## config.mk

```make
export PLATFORM = sky130hd
export DESIGN_NAME = rx_frame_classifier
export DESIGN_NICKNAME = d
export VERILOG_FILES = /design/src/rtl/rfc_pkg.sv /design/src/rtl/rfc_field_capture.sv /design/src/rtl/rfc_flag_decode.sv /design/src/rtl/rfc_status_reg.sv /design/src/rtl/rx_frame_classifier.sv
export SDC_FILE = /design/constraint.sdc
export NUM_CORES = 1
export LEC_CHECK = 0
export BUFFER_PORTS_ARGS = -buffer_cell sky130_fd_sc_hd__buf_4
export CAP_MARGIN = 30
export CORE_MARGIN = 5
export CORE_UTILIZATION = 35
export DETAILED_ROUTE_END_ITERATION = 7
export GPL_ROUTABILITY_DRIVEN = 0
export GPL_TIMING_DRIVEN = 0
export SLEW_MARGIN = 20
export SYNTH_ARGS = -nofsm -noshare
export SYNTH_HDL_FRONTEND = slang
export SYNTH_SLANG_ARGS = --single-unit
export TNS_END_PERCENT = 100
```

## constraint.sdc

```tcl
create_clock -name clk_i -period 3.5 [get_ports clk_i]
set_input_delay 0.175 -clock clk_i [delete_from_list [all_inputs] [get_ports clk_i]]
set_output_delay 0.175 -clock clk_i [all_outputs]
set_load 0.02 [all_outputs]
```

## src/rtl/rfc_pkg.sv

```systemverilog
package rfc_pkg;
  typedef struct packed {
    logic short_hdr;  // bit 6
    logic dribble;    // bit 5
    logic len_range;  // bit 4
    logic vlan;       // bit 3
    logic unsup_op;   // bit 2
    logic pause;      // bit 1
    logic ctrl;       // bit 0
  } rfc_status_t;

  localparam int unsigned STATUS_W = $bits(rfc_status_t);
endpackage

```

## src/rtl/rfc_field_capture.sv

```systemverilog
module rfc_field_capture #(
  parameter int unsigned LT_OFFSET = 12,
  parameter int unsigned FIELD_W   = 16,
  parameter int unsigned CNT_W     = 5
) (
  input  logic               clk_i,
  input  logic               rst_ni,
  input  logic               data_valid_i,
  input  logic [7:0]         data_i,
  input  logic               sof_i,
  input  logic               eof_i,
  output logic               accept_o,
  output logic               done_o,
  output logic [CNT_W-1:0]   cnt_nxt_o,
  output logic [FIELD_W-1:0] lt_nxt_o,
  output logic [FIELD_W-1:0] op_nxt_o
);
  localparam int unsigned FB     = FIELD_W / 8;
  localparam int unsigned OP_OFF = LT_OFFSET + FB;
  localparam int unsigned SAT    = OP_OFF + FB;

  logic               in_frame_q;
  logic [CNT_W-1:0]   cnt_q, cnt_base, cnt_nxt;
  logic [FIELD_W-1:0] lt_q, lt_base, lt_nxt;
  logic [FIELD_W-1:0] op_q, op_base, op_nxt;

  assign accept_o = data_valid_i & (sof_i | in_frame_q);
  assign done_o   = accept_o & eof_i;

  // restart clears captured state on the opening byte
  assign cnt_base = sof_i ? '0 : cnt_q;
  assign lt_base  = sof_i ? '0 : lt_q;
  assign op_base  = sof_i ? '0 : op_q;

  always_comb begin
    cnt_nxt = cnt_base;
    lt_nxt  = lt_base;
    op_nxt  = op_base;
    if (accept_o) begin
      if (cnt_base != CNT_W'(SAT)) cnt_nxt = cnt_base + 1'b1;
      for (int b = 0; b < int'(FB); b++) begin
        if (cnt_base == CNT_W'(LT_OFFSET + b))
          lt_nxt[FIELD_W-1-8*b -: 8] = data_i;
        if (cnt_base == CNT_W'(OP_OFF + b))
          op_nxt[FIELD_W-1-8*b -: 8] = data_i;
      end
    end
  end

  assign cnt_nxt_o = cnt_nxt;
  assign lt_nxt_o  = lt_nxt;
  assign op_nxt_o  = op_nxt;

  always_ff @(posedge clk_i or negedge rst_ni) begin
    if (!rst_ni) begin
      in_frame_q <= 1'b0;
      cnt_q      <= '0;
      lt_q       <= '0;
      op_q       <= '0;
    end else begin
      if (done_o)        in_frame_q <= 1'b0;
      else if (accept_o) in_frame_q <= 1'b1;
      cnt_q <= cnt_nxt;
      lt_q  <= lt_nxt;
      op_q  <= op_nxt;
    end
  end
endmodule

```

## src/rtl/rfc_flag_decode.sv

```systemverilog
module rfc_flag_decode
  import rfc_pkg::*;
#(
  parameter int unsigned LT_OFFSET  = 12,
  parameter int unsigned FIELD_W    = 16,
  parameter int unsigned CNT_W      = 5,
  parameter int unsigned XB_W       = 3,
  parameter logic [FIELD_W-1:0] VLAN_ID   = 16'h8100,
  parameter logic [FIELD_W-1:0] CTRL_TYPE = 16'h8808,
  parameter logic [FIELD_W-1:0] PAUSE_OP  = 16'h0001
) (
  input  logic [CNT_W-1:0]   cnt_i,
  input  logic [FIELD_W-1:0] lt_i,
  input  logic [FIELD_W-1:0] op_i,
  input  logic [XB_W-1:0]    extra_bits_i,
  input  logic [FIELD_W-1:0] max_len_i,
  output rfc_status_t        flags_o
);
  localparam int unsigned FB      = FIELD_W / 8;
  localparam int unsigned HDR_END = LT_OFFSET + FB;
  localparam int unsigned OP_END  = HDR_END + FB;

  logic hdr_ok, op_ok, is_ctrl, is_pause;

  assign hdr_ok   = cnt_i >= CNT_W'(HDR_END);
  assign op_ok    = cnt_i >= CNT_W'(OP_END);
  assign is_ctrl  = hdr_ok && (lt_i == CTRL_TYPE);
  assign is_pause = is_ctrl && op_ok && (op_i == PAUSE_OP);

  always_comb begin
    flags_o           = '0;
    flags_o.ctrl      = is_ctrl;
    flags_o.pause     = is_pause;
    flags_o.unsup_op  = is_ctrl && !is_pause;
    flags_o.vlan      = hdr_ok && (lt_i == VLAN_ID);
    flags_o.len_range = hdr_ok && (lt_i > max_len_i);  // status only, not a fault
    flags_o.dribble   = |extra_bits_i;
    flags_o.short_hdr = !hdr_ok;
  end
endmodule

```

## src/rtl/rfc_status_reg.sv

```systemverilog
module rfc_status_reg
  import rfc_pkg::*;
(
  input  logic        clk_i,
  input  logic        rst_ni,
  input  logic        open_i,
  input  logic        done_i,
  input  rfc_status_t flags_i,
  output rfc_status_t status_o,
  output logic        valid_o
);
  always_ff @(posedge clk_i or negedge rst_ni) begin
    if (!rst_ni) begin
      status_o <= '0;
      valid_o  <= 1'b0;
    end else begin
      valid_o <= done_i;
      if (done_i)      status_o <= flags_i;
      else if (open_i) status_o <= '0;
    end
  end
endmodule

```

## src/rtl/rx_frame_classifier.sv

```systemverilog
module rx_frame_classifier
  import rfc_pkg::*;
#(
  parameter int unsigned LT_OFFSET = 12,
  parameter int unsigned LEN_W     = 16,
  parameter int unsigned XB_W      = 3,
  parameter logic [LEN_W-1:0] VLAN_ID   = 16'h8100,
  parameter logic [LEN_W-1:0] CTRL_TYPE = 16'h8808,
  parameter logic [LEN_W-1:0] PAUSE_OP  = 16'h0001
) (
  input  logic                clk_i,
  input  logic                rst_ni,
  input  logic                data_valid_i,
  input  logic [7:0]          data_i,
  input  logic                sof_i,
  input  logic                eof_i,
  input  logic [XB_W-1:0]     extra_bits_i,
  input  logic [LEN_W-1:0]    max_len_i,
  output logic [STATUS_W-1:0] status_o,
  output logic                status_valid_o
);
  localparam int unsigned FB    = LEN_W / 8;
  localparam int unsigned CNT_W = $clog2(LT_OFFSET + 2 * FB + 1);

  logic             accept, done;
  logic [CNT_W-1:0] cnt_nxt;
  logic [LEN_W-1:0] lt_nxt, op_nxt;
  rfc_status_t      flags, status_q;

  rfc_field_capture #(
    .LT_OFFSET (LT_OFFSET),
    .FIELD_W   (LEN_W),
    .CNT_W     (CNT_W)
  ) u_capture (
    .clk_i        (clk_i),
    .rst_ni       (rst_ni),
    .data_valid_i (data_valid_i),
    .data_i       (data_i),
    .sof_i        (sof_i),
    .eof_i        (eof_i),
    .accept_o     (accept),
    .done_o       (done),
    .cnt_nxt_o    (cnt_nxt),
    .lt_nxt_o     (lt_nxt),
    .op_nxt_o     (op_nxt)
  );

  rfc_flag_decode #(
    .LT_OFFSET (LT_OFFSET),
    .FIELD_W   (LEN_W),
    .CNT_W     (CNT_W),
    .XB_W      (XB_W),
    .VLAN_ID   (VLAN_ID),
    .CTRL_TYPE (CTRL_TYPE),
    .PAUSE_OP  (PAUSE_OP)
  ) u_decode (
    .cnt_i        (cnt_nxt),
    .lt_i         (lt_nxt),
    .op_i         (op_nxt),
    .extra_bits_i (extra_bits_i),
    .max_len_i    (max_len_i),
    .flags_o      (flags)
  );

  rfc_status_reg u_status (
    .clk_i    (clk_i),
    .rst_ni   (rst_ni),
    .open_i   (accept & sof_i),
    .done_i   (done),
    .flags_i  (flags),
    .status_o (status_q),
    .valid_o  (status_valid_o)
  );

  assign status_o = status_q;
endmodule

```

==> impl_summary.md, run 1 <==
Floorplanning
In this run the vertical extent of the chip is between 90 and 100 microns. The die span in x is 96.9 microns. The number of primary I/O pins is 40. The initial core utilization is 36.3%.

In this run the core area contains 31 standard-cell rows. The placeable core region is about 0.0073 sq mm. The floorplan step defined a die boundary enclosing 0.00939 sq mm.

CTS
The maximum count of clock buffers along a single path is 2. Post-CTS timing repair inserted 0 buffers for setup. The number of clock sinks is 46. TritonCTS built the clock tree. The buffer cell driving the clock tree root is sky130_fd_sc_hd__clkbuf_8. Clock-pin slew was measured on the worst setup and hold paths at 0.09 ns. Clock tree synthesis inserted a total of 5 buffers. The H-tree generated during clock tree synthesis spans 2 levels.

The clock network latency to the later pin of the worst-skew pair is roughly 0.3 ns.

Critical path
At the worst endpoint, the arrival time is between 3 and 4 ns. On the critical path the largest part of the delay comes from simple AND/OR/NAND/NOR gates. The standard cell with the maximum stage delay on the critical path is sky130_fd_sc_hd__or3_1. Tracing the worst setup path back leads to its startpoint at u_capture.in_frame_q.

The maximum fanout along the worst path is 10. STA classifies the critical path endpoint as a register. The category of the critical setup timing path is register to register. The cell count along the critical path is 12. The most prevalent standard cell on the critical path is sky130_fd_sc_hd__buf_2. The maximum cell stage delay along the critical path is 0.41 ns.

Data on the critical path is required at its endpoint by around 3.7 ns. Traced cell by cell, the critical path runs through buf_2 -> and3b_1 -> and3_1 -> buf_2 -> clkbuf_2 -> o21ai_0 -> ha_1 -> nand4_1 -> nor2_1 -> nand3_1 -> or3_1 -> a32o_1. Counting cells, the worst reg-to-reg path comes to 12. The launch point of the worst reg-to-reg path is u_capture.in_frame_q. STA classifies the critical path startpoint as a register. The number of buffer and inverter stages on the critical path is 3.

STA
Setup repair after global routing left no endpoint under its margin. The post-route setup TNS is 0 ns. Hold timing on the final database bottoms out at a slack of about 0.077 ns. The post-route fraction of the period consumed by the critical path is between 80% and 90%.

The max-slew violation count is 0. The transition time at the pin with the least slew margin is just under 0.8 ns. Measured against its own limit, the worst slew margin works out to 47.0%. The final setup slack of the worst path is between 0.3 and 0.4 ns. The worst path in the final design needs a cycle of roughly 3.1 ns, including I/O delays and setup.

The count of final hold-check violations is 0. The final setup violation count is 0. The worst clock skew is ~0.007 ns. Derived from the worst setup path, the maximum achievable clock frequency is 0.319 GHz.

Power and ir drop
The analysis attributes to net switching a power of about 0.27 mW. The share of total power dissipated in the clock network is about two fifths. The power per cell area is about 370 mW/mm^2.

The switching power share of the total is a little under a quarter. Internal power comes to between 0.9 and 1 mW. The leakage component of the power is 1.64 nW. The completed layout was analyzed and its total power is 1.18 mW. The peak supply drop is about 0.15 mV. The part of the total power dissipated in combinational logic is roughly an eighth. The share of total power dissipated in sequential elements is about 47%.

Drt
The vias per cell is 4.99. In the routed design, unresolved DRC markers number 0. The via count is 2,137.

The post-route antenna net violation count is 0. The routed wire length per instance is 14.9 microns. The first-pass iteration count of the detailed router is 4. The routed design has between 6000 and 7000 microns of wire. The number of violations reported at the end of detailed-routing iteration 0 is roughly 110.

Cells and area
The post-route core utilization is between 40% and 50%. The finished cells cover 0.00321 sq mm. The layout-stage area growth over the synthesis result is 21.5%.

The most common library cell in the layout ignoring fill and taps is sky130_fd_sc_hd__dfrtp_1. In the layout the commonest cells are sky130_fd_sc_hd__dfrtp_1 (46), sky130_fd_sc_hd__buf_4 (39), sky130_fd_sc_hd__o21ai_0 (30), sky130_fd_sc_hd__inv_1 (30), sky130_fd_sc_hd__nand2_1 (23). The total number of nets in the final design is about 380. For this run, the number of standard cells in the final layout without fillers is ~430. The final antenna diode count is 0. The share of cells above drive strength 1 is about 17%.

Placed design
OpenSTA, run right after detailed placement, puts the worst setup slack at -0.406 ns. In this run the cell area measured after placement is roughly 0.0031 sq mm. The count of placed standard cells including taps is 420. The port buffer count is 39. The estimated wirelength of the detail-placed design is between 4000 and 5000 microns.

Worst hold path
The hold path startpoint is eof_i. The tightest min-delay check is of the input port to register type. The hold path depth is 2.

Yosys
When the netlist entered floorplanning its net count stood at roughly 330. Yosys mapped the design onto 46 distinct sky130hd cell types. The number of synthesized flops with an enable pin is 0. The flop and latch count out of synthesis is between 40 and 50. The mean instance size in the synthesized netlist is around 9.4 sq um. The sequential area share after synthesis is a little over two fifths. Counting every instance in the synthesized netlist gives about 280. The share of flip-flops with an asynchronous set or reset after synthesis is 100%. After synthesis the cells add up to 0.00264 sq mm. The most frequently used flop master after synthesis is sky130_fd_sc_hd__dfrtp_1. The warning count from the yosys run is 0.

Global route
The overall track demand over capacity in global routing is 14.2%. The global-route wire length before repair is approximately 11,000 microns. The leftover overflow at the end of global routing is 0. The number of global-route vias before repair came to ~2,200. The initial antenna violation count was 0. Entering global routing, the biggest net connects 47 pins.

Run status
The flow ran to the end, and the final reports show no timing, DRC or antenna violations.

Flow run
The tool flagged a number of max-cap violations equal to 0.
[cell type report]
type / instances / area, sq um
buffer: 9 / 40.0
clock buffer: 6 / 82.6
clock inverter: 2 / 60.1
fill: 764 / 4080
inverter: 30 / 113
multi-input combinational: 196 / 1340
sequential: 46 / 1150
tap: 99 / 124
timing repair buffer: 40 / 303
[repair_timing]
item | 4_1_cts | 5_1_grt
hold buffers | 1 | 0
hold endpoints to repair | 46 | 0
gates resized for setup | 1 | 4
endpoints found under the setup margin | 1 | 1
pin swaps | 0 | 0
[power groups by stage]
stage          Clock (mW)  Combinational (mW)  Sequential [mW]
2_1_floorplan           0              0.0617            0.567
3_3_place_gp            0               0.139            0.562
3_5_place_dp            0               0.140            0.562
4_1_cts             0.499               0.142            0.552
5_1_grt             0.526               0.156            0.554
6_report            0.488               0.140            0.552
[Yosys cell counts, types with 7 or more instances]
| cell type | number | area (sq um) |
|---|---|---|
| sky130_fd_sc_hd__ha_1 | 19 | 238 |
| sky130_fd_sc_hd__dfrtp_1 | 46 | 1150 |
| sky130_fd_sc_hd__nand2_1 | 23 | 86.3 |
| sky130_fd_sc_hd__o21ai_0 | 30 | 150 |
| sky130_fd_sc_hd__nand3b_1 | 16 | 120 |
| sky130_fd_sc_hd__nor2_1 | 9 | 33.8 |
| sky130_fd_sc_hd__inv_1 | 30 | 113 |
| sky130_fd_sc_hd__a22o_1 | 7 | 61.3 |
| sky130_fd_sc_hd__clkbuf_1 | 8 | 30.0 |
| sky130_fd_sc_hd__a21oi_1 | 12 | 60.1 |
| sky130_fd_sc_hd__nand2b_1 | 9 | 56.3 |
[layer usage]
metal	global-route usage [%]	wire length (microns)
met1	18.7	3010
met3	2.09	201
met4	4.97	87
met2	23.8	3100
met5	0	0
[worst paths after layout]
check,to,slack [ns]
worst min register to register,u_capture.op_q[0],0.47
max in group asynchronous,u_capture.lt_q[13],2.71
worst min-delay path,u_capture.in_frame_q,0.08
min in group asynchronous,u_capture.op_q[15],0.42
worst max register to register,u_status.status_o[4],0.36
worst max-delay path,u_status.status_o[4],0.36
[sequential cells by signal, summed over array words and instances (netlist names)]
signal                flops
u_status.status_o         7
u_capture.in_frame_q      1
u_status.valid_o          1
u_capture.cnt_q           5
u_capture.op_q           16
u_capture.lt_q           16
[cell families (layout without fill, tap and decap cells)]
family,after synthesis,count (layout),synth area share [%]
compound gates,74,74,17.7
xor+xnor,4,4,1.33
fa+ha+maj,20,20,9.37
buf+inv,40,87,5.77
flops,46,46,43.5
mux,2,2,0.899
simple gates,96,96,21.4
Note: power is estimated with default switching activity, not from simulation.
==> run 2: changes to the inputs <==
CORE_ASPECT_RATIO = 1.4   (was default)
==> run 2 against run 1 <==
  * Utilization fell by 0.99 points
  * Via count rose by 4.4%
  * Cell area decreased by 1.3%
  * Clock-buffer cell count did not move
  * First-iteration DRC count up 1.9%
  * Total power is 11% lower
  * Sequential power barely moved
  * Clock skew up 0.0042 ns
  * Cell count decreased by 0.23%
  * Largest cell class unchanged
==> impl_summary.md, run 2 (same netlist as run 1, synthesis figures left out) <==
STA
The worst pin sits at a relative slew slack of roughly 50%. The count of final hold-check violations came to 0. For this run, the top clock speed supported by timing is just over 0.3 GHz. After routing, the total negative slack on setup checks comes to 0 ns. The max-slew violation count was 0. At the pin with the least slew margin, the transition time is 0.767 ns.

The worst clock skew is ~0.011 ns. The post-route fraction of the period consumed by the critical path is 91.6%. The final setup violation count is 0. The final critical delay including setup and external delays is between 3 and 4 ns. Across all setup checks in the final design, the least slack found is approximately 0.29 ns. Setup repair after global routing left no endpoint under its margin.

CTS
For the worst-skew pair, the clock arrives at the later sink with an insertion delay of ~0.31 ns. The number of setup buffers added after CTS is 0. The clock net in this run drives a total of between 40 and 50 sinks. The H-tree was split into 2 levels. The buffer cell driving the clock tree root is sky130_fd_sc_hd__clkbuf_8. The post-CTS clock slew at the launch and capture registers of the worst setup and hold paths is 0.10 ns. TritonCTS built the clock tree. The longest clock path from root to sink contains 2 buffers.

The number of buffers created by CTS is 5.

Power and ir drop
The clock network fraction of total power is about a third. The internal power summed over all cells is around 0.76 mW. The leakage component of the power is about 1.6 nW. Across the VDD grid, the largest voltage drop is about 0.16 mV. The total power after layout is around 1.1 mW. The reported net switching power is roughly 0.29 mW. Of the total power, the share spent switching nets is 27.2%. The part of the total power dissipated in combinational logic is between 10% and 20%. For this design the ratio of total power to cell area is around 330 mW/mm^2. The sequential cell fraction of total power is 52.5%.

Floorplanning
The placeable core region is 0.00736 sq mm. 40 I/O pins were placed. The initial utilization of the core area, before any placement, comes to between 30% and 40%. In this run the horizontal extent of the chip is roughly 83 microns. The initialized floorplan defines 37 standard-cell rows. In this run the vertical extent of the chip is between 100 and 150 microns.

The die covers around 0.0094 sq mm.

Drt
The vias per cell is approximately 5.2. In this run, the number of DRC markers left after iteration 0 of detailed routing was between 100 and 150. The post-route antenna net violation count is 0.

The routed wire length per instance is ~15 microns. The number of remaining DRC errors is 0. The total wire length is 6470 microns. The routed layout has about 2,200 vias. The first-pass iteration count of the detailed router is 4.

Cells and area
The final design area excluding fillers is around 0.0032 sq mm. The final antenna diode count is 0. The post-route core utilization is a little over two fifths.

In the final layout, the registers with the most flip-flops are u_capture.lt_q (16), u_capture.op_q (16), u_status.status_o (7). The share of cells above drive strength 1 is between 15 and 20%. Leaving out fill and tap cells, the most frequent cells in the layout are sky130_fd_sc_hd__dfrtp_1 (46), sky130_fd_sc_hd__buf_4 (39), sky130_fd_sc_hd__inv_1 (30), sky130_fd_sc_hd__o21ai_0 (29), sky130_fd_sc_hd__nand2_1 (23). The most common library cell in the layout ignoring fill and taps is sky130_fd_sc_hd__dfrtp_1. The total number of nets in the final design is between 300 and 400.

The layout-stage area growth over the synthesis result is 19.9%.

Placed design
The pre-CTS worst setup slack is -0.362 ns. The wire-length estimate of the detail-placed layout is between 4000 and 5000 microns. The placed instances occupy a cell area of ~0.003 sq mm. During placement, the flow inserted port buffers numbering 39.

Critical path
The worst setup path is captured at a register. Walking the worst path, the cells encountered are buf_4 -> clkbuf_2 -> clkbuf_2 -> nand2b_1 -> ha_1 -> nand3_4 -> clkbuf_1 -> nand3b_1 -> o21ai_1 -> ha_1 -> a21o_1 -> a21o_1 -> a221o_1 -> a211oi_1 -> o21ai_0 -> a32o_1. The required time of the critical path is ~3.7 ns. The arrival time of data at the critical path endpoint is between 3 and 4 ns. The standard cell with the maximum stage delay on the critical path is sky130_fd_sc_hd__a221o_1. The maximum cell stage delay along the critical path is ~0.36 ns. The maximum fanout along the worst path is 10. The category of the critical setup timing path is input port to register. The startpoint type of the worst setup path is an input port.

Among cell families on the critical path, the largest total delay comes from compound AO/OA/AOI/OAI gates. Together, buffers and inverters on the worst path number 4.

Global route
The most utilized layer in the global route result is met2. The met2 track demand over resource in global routing is about a quarter. For this run, the total global-route usage over all layers was measured as between 10 and 15%. Global routing finished with a remaining overflow of 0.

The global-route wire length before repair is between 10,000 and 15,000 microns. The global-route met3 utilization is 2.69%. The met1 track demand over resource in global routing is 16.7%. The number of global-route vias before repair is roughly 2,300. The initial antenna violation count is 0. Entering global routing, the biggest net connects 47 pins.

Run status
The run finished with clean final reports.

Flow run
The max-capacitance violation count is 0.

Worst hold path
The class of the tightest hold or removal check is input port to register.
[run 2: layout make-up]
cell class / count / area (sq um)
plain buffers: 10 / 43.8
clock buffers: 6 / 82.6
clock inverters: 2 / 16.3
fillers: 721 / 4190
inverters: 30 / 113
multi-input cells: 196 / 1340
flip-flops and latches: 46 / 1150
well taps: 97 / 121
repair buffers: 40 / 303
[run 2: layer usage]
layer	share of wire (%)	vias to the layer above
li1	-	1112
met1	43	1057
met2	51	51
met3	3.9	11
met4	2.5	0
met5	0	-
[run 2: metrics by stage]
step | cells | hold slack [ns]
2_1_floorplan | 282 | -0.121
3_3_place_gp | 418 | 0.218
3_5_place_dp | 418 | 0.222
4_1_cts | 427 | 0.0648
5_1_grt | 427 | 0.0799
6_report | 427 | 0.0650
[run 2: final timing paths]
kind / from / end / slack, ns / cells after the start
worst max register to register: u_capture.cnt_q[0] / u_status.status_o[4] / 0.37 / 13
worst max-delay path: sof_i / u_status.status_o[4] / 0.29 / 16
worst min register to register: u_capture.op_q[0] / u_capture.op_q[0] / 0.48 / 2
min in group asynchronous: rst_ni / u_capture.op_q[15] / 0.41 / 2
max in group asynchronous: rst_ni / u_capture.op_q[3] / 2.69 / 2
worst min-delay path: eof_i / u_capture.in_frame_q / 0.07 / 2
[run 2: worst register-to-register path, stage by stage, from the launching register on]
cell and delay [ns]:
sky130_fd_sc_hd__dfrtp_1 0.41, sky130_fd_sc_hd__nor2b_1 0.26, sky130_fd_sc_hd__ha_1 0.23, sky130_fd_sc_hd__nand3_4 0.13, sky130_fd_sc_hd__clkbuf_1 0.23, sky130_fd_sc_hd__nand3b_1 0.13
sky130_fd_sc_hd__o21ai_1 0.09, sky130_fd_sc_hd__ha_1 0.30, sky130_fd_sc_hd__a21o_1 0.16, sky130_fd_sc_hd__a21o_1 0.17, sky130_fd_sc_hd__a221o_1 0.36, sky130_fd_sc_hd__a211oi_1 0.23
sky130_fd_sc_hd__o21ai_0 0.11, sky130_fd_sc_hd__a32o_1 0.22
[run 2: repair_timing]
action,4_1_cts,5_1_grt
setup endpoints to repair,1,1
resized for setup,1,5
hold buffers,1,0
hold endpoints to repair,46,0
[run 2: power by group through the flow]
stage	clock network [mW]	logic (mW)	registers, mW
after floorplan	0	0.0617	0.567
after global placement	0	0.140	0.562
after detailed placement	0	0.141	0.562
after CTS	0.363	0.143	0.551
after global routing	0.378	0.158	0.554
final	0.358	0.141	0.551
==> run 3: changes to the inputs <==
GPL_ROUTABILITY_DRIVEN = default   (was 0)
SYNTH_HIERARCHICAL = 1   (was default)
==> run 3 against run 2 <==
  * Clock-buffer cell count rose by 1
  * Critical path depth shrank 2
  * Non-clock buffer count rose by 1
  * Setup slack got worse by 0.075 ns
  * Combinational power decreased by 12%
  * Clock skew up 0.0030 ns
  * Routed wire length fell by 13%
  * Sequential power about the same
  * Critical path type unchanged
==> impl_summary.md, run 3 <==
Yosys
The synthesized design spends more area on one cell type than any other, namely sky130_fd_sc_hd__dfrtp_1. The synthesized design contains 0 enable-type register cells. Counting flops and latches in the post-synthesis netlist gives 46. The share of flip-flops with an asynchronous set or reset after synthesis is 100%. Each instance of the synthesized netlist takes up on average 10.7 sq um. The most common cell in the synthesized netlist is sky130_fd_sc_hd__dfrtp_1. By count the netlist is led by sky130_fd_sc_hd__dfrtp_1 (46), sky130_fd_sc_hd__nand2b_1 (34), sky130_fd_sc_hd__mux2i_1 (24). In this run the cell area of the synthesized design comes to between 0.002 and 0.003 sq mm. Yosys attributes the largest share of cell area to sky130_fd_sc_hd__dfrtp_1 (43%), sky130_fd_sc_hd__mux2i_1 (9.0%), sky130_fd_sc_hd__ha_1 (8.5%). The sequential area share after synthesis is 43.3%. The most frequently used flop master after synthesis is sky130_fd_sc_hd__dfrtp_1. The number of different library cells in the post-synthesis netlist is 39. The synthesized design devotes to its leading area cell type 43.3% of total area. The synthesized net count is ~300. During synthesis, Yosys emitted a total of 6 warnings. The post-synthesis instance total is about 250.

CTS
The number of setup buffers added after CTS is 0. The post-CTS clock slew at the launch and capture registers of the worst setup and hold paths is 0.09 ns. The tree is rooted in a sky130_fd_sc_hd__clkbuf_8.

The clock reaches the later pin of the worst-skew pair after 0.30 ns. CTS saw 46 sinks. The number of buffers created by CTS is 5. The clock tree from TritonCTS is yes. CTS built an H-tree with a depth of 2. The maximum count of clock buffers along a single path is 2.

Power and ir drop
For this design the static power due to leakage is 1.61 nW. Across the VDD grid, the largest voltage drop is approximately 0.16 mV. The share of total power dissipated in combinational logic is 11.7%. The switching power share of the total is between 20% and 30%. Of the total power, registers draw slightly above 50%. The internal power summed over all cells is between 0.8 and 0.9 mW.

The share of total power dissipated in the clock network is a little over a third. Dividing total power by cell area gives a power density of ~330 mW/mm^2. The reported net switching power is about 0.25 mW. The total power after layout is 1.06 mW.

Drt
The number of remaining DRC errors is 0. The post-route antenna net violation count is 0. For this block, the initial DRC count from the detailed router was a little under 80. The first TritonRoute pass finished after 4 iterations. Dividing the detail-routed wire length by the instance count gives around 14 microns. Dividing the detail-routed via count by the number of cells gives about 4.8. The total wire length is 5610 microns.

The routed layout has approximately 1,900 vias.

Global route
The initial antenna violation count is 0. The number of global-route vias before repair came to 2,040. The maximum number of pins on one net before global-route repair is 47. The first global-routing pass estimated 9740 microns of wire. Global routing consumed, over all layers together, 12.5% of the routing resources. The leftover overflow at the end of global routing is 0.

Critical path
Of all nets on the critical path, the largest fanout is 10. The critical path starts at sof_i. The arrival time of data at the critical path endpoint is approximately 3.5 ns. The worst register-to-register path has a depth of 11. The worst setup slack for register-to-register paths is between 0.2 and 0.3 ns. The startpoint type of the worst setup path is an input port. The worst setup path is captured at a register. The worst register-to-register path ends at u_status/status_o[4]. The critical path is of the input port to register type. The launch point of the worst reg-to-reg path is u_capture/cnt_q[0]. The required time of the critical path is about 3.7 ns.

Cells and area
For this run, the post-layout net count is 346. The library cell used most frequently in the layout, excluding fill and tap cells, is sky130_fd_sc_hd__dfrtp_1. The share of cells above drive strength 1 is about 22%. The post-route core utilization is 43.3%. The layout-stage area growth over the synthesis result is 20.0%. The total of fill cells in the finished design is ~700. The final antenna diode count is 0. The largest registers in the layout are u_capture/lt_q (16), u_capture/op_q (16), u_status/status_o (7). In the layout the commonest cells are sky130_fd_sc_hd__dfrtp_1 (46), sky130_fd_sc_hd__buf_4 (41), sky130_fd_sc_hd__nand2b_1 (34), sky130_fd_sc_hd__mux2i_1 (24), sky130_fd_sc_hd__inv_1 (19).

Floorplanning
The die covers approximately 0.0095 sq mm. The number of primary I/O pins is 40. The placement row count is 37. The die is about 110 microns tall. The core region is ~0.0074 sq mm. The die is 83.6 microns wide.

Once the floorplan was initialized, standard cells occupied between 30% and 40% of the core.

Worst hold path
The hold path startpoint is data_i[1]. The class of the tightest hold or removal check is input port to register. Counting instances, the worst hold path has a depth of 2. The endpoint with the worst hold slack is u_capture/op_q[1].

Placed design
The final weighted congestion of routability-driven global placement is ~0.75. After legalization and detailed placement, the total HPWL measured 4290 microns. In this run the tool buffered the top-level ports with 39 buffer cells. Before CTS, the worst setup slack after placement is -0.244 ns.

STA
Static timing analysis puts the maximum clock frequency at ~0.30 GHz. The clock period could shrink to roughly 3.3 ns. Across all hold checks on the routed design, the worst slack comes to 0.140 ns.

Setup violations remaining at the end of the flow were counted as 0. The post-route fraction of the period consumed by the critical path is approximately 94%. The worst slew margin relative to its limit is roughly 60%. For the final database, setup skew stands at 0.0144 ns.

Setup repair after global routing left no endpoint under its margin. Once routing completed, OpenROAD measured the worst setup slack at approximately 0.22 ns. The max-slew violation count came to 0. The count of final hold-check violations is 0. The transition time at the pin with the least slew margin is about 0.59 ns.

Run status
The flow ran to the end, and the final reports show no timing, DRC or antenna violations.

Flow run
Across the run, the number of max-cap violations was 0.
-- run 3: changes by cell type after synthesis, moves of 4 or more --
cell,delta
sky130_fd_sc_hd__nand3b_1,-15
sky130_fd_sc_hd__nand2b_1,+25
sky130_fd_sc_hd__nor2b_1,+7
sky130_fd_sc_hd__o21ai_0,-24
sky130_fd_sc_hd__clkbuf_1,-4
sky130_fd_sc_hd__inv_1,-11
sky130_fd_sc_hd__a21o_1,-5
sky130_fd_sc_hd__mux2i_1,+23
sky130_fd_sc_hd__mux2_2,+8
sky130_fd_sc_hd__nand2_1,-16
-- run 3: metal layers --
metal  global-route usage [%]  wire [microns]
met5                        0               0
met4                     4.40              96
met3                     1.82             125
met2                     22.3            2930
met1                     15.4            2460
-- run 3: metrics by stage --
stage          TNS (ns)  instances  area [sq um]
2_1_floorplan         0        249          2660
3_3_place_gp     -0.302        385          3070
3_5_place_dp     -0.309        385          3070
4_1_cts               0        394          3190
5_1_grt               0        394          3190
6_report              0        394          3190
-- run 3: cell type report --
| class | instances | area (sq um) | area share, % |
|---|---|---|---|
| Timing Repair Buffer | 40 | 303 | 9.49 |
| Buffer | 11 | 75.1 | 2.35 |
| Sequential cell | 46 | 1150 | 36.1 |
| Clock buffer | 7 | 76.3 | 2.39 |
| Inverter | 19 | 71.3 | 2.24 |
| Multi-Input combinational cell | 173 | 1360 | 42.7 |
| Clock inverter | 1 | 30.0 | 0.942 |
| Tap cell | 97 | 121 | 3.81 |
-- run 3: cell families after synthesis --
logic type,count (synthesis),share of synthesized area [%]
adder cells (fa/ha/maj),18,8.47
AO/OA/AOI/OAI,29,7.72
buffers and inverters,30,5.46
XOR/XNOR,1,0.330
AND/OR/NAND/NOR,93,22.3
flip-flops,46,43.3
multiplexers,32,12.4
-- run 3: power by group through the flow --
stage / clock (mW) / combinational [mW] / sequential, mW
floorplan: 0 / 0.0582 / 0.565
global placement: 0 / 0.125 / 0.562
detailed placement: 0 / 0.126 / 0.562
CTS: 0.400 / 0.127 / 0.552
global route: 0.418 / 0.141 / 0.554
finish: 0.388 / 0.124 / 0.552
-- run 3: repair_timing --
action / CTS / global route
endpoints found under the setup margin: 0 / 1
gates resized for setup: 0 / 2
hold buffers: 1 / 0
hold endpoints to repair: 46 / 0
-- run 3: how the worst max path moves through the flow --
stage	to	slack, ns	cells after the start
after floorplan	u_status/status_o[4]	0.50	13
after global placement	u_status/status_o[4]	-0.22	14
after detailed placement	u_status/status_o[4]	-0.24	14
after CTS	u_status/status_o[4]	0.05	14
after global routing	u_status/status_o[4]	0.01	14
final	u_status/status_o[4]	0.22	14
-- run 3: critical path, stage by stage --
cell                       delay, ns
sky130_fd_sc_hd__buf_4          0.08
sky130_fd_sc_hd__clkbuf_2       0.22
sky130_fd_sc_hd__clkbuf_2       0.26
sky130_fd_sc_hd__nand2b_1       0.20
sky130_fd_sc_hd__ha_1           0.18
sky130_fd_sc_hd__nor3b_1        0.18
sky130_fd_sc_hd__buf_2          0.29
sky130_fd_sc_hd__mux2i_1        0.42
sky130_fd_sc_hd__ha_1           0.34
sky130_fd_sc_hd__nand4_1        0.16
sky130_fd_sc_hd__nor2_1         0.06
sky130_fd_sc_hd__a221o_1        0.33
sky130_fd_sc_hd__o31a_1         0.32
sky130_fd_sc_hd__a22o_1         0.23
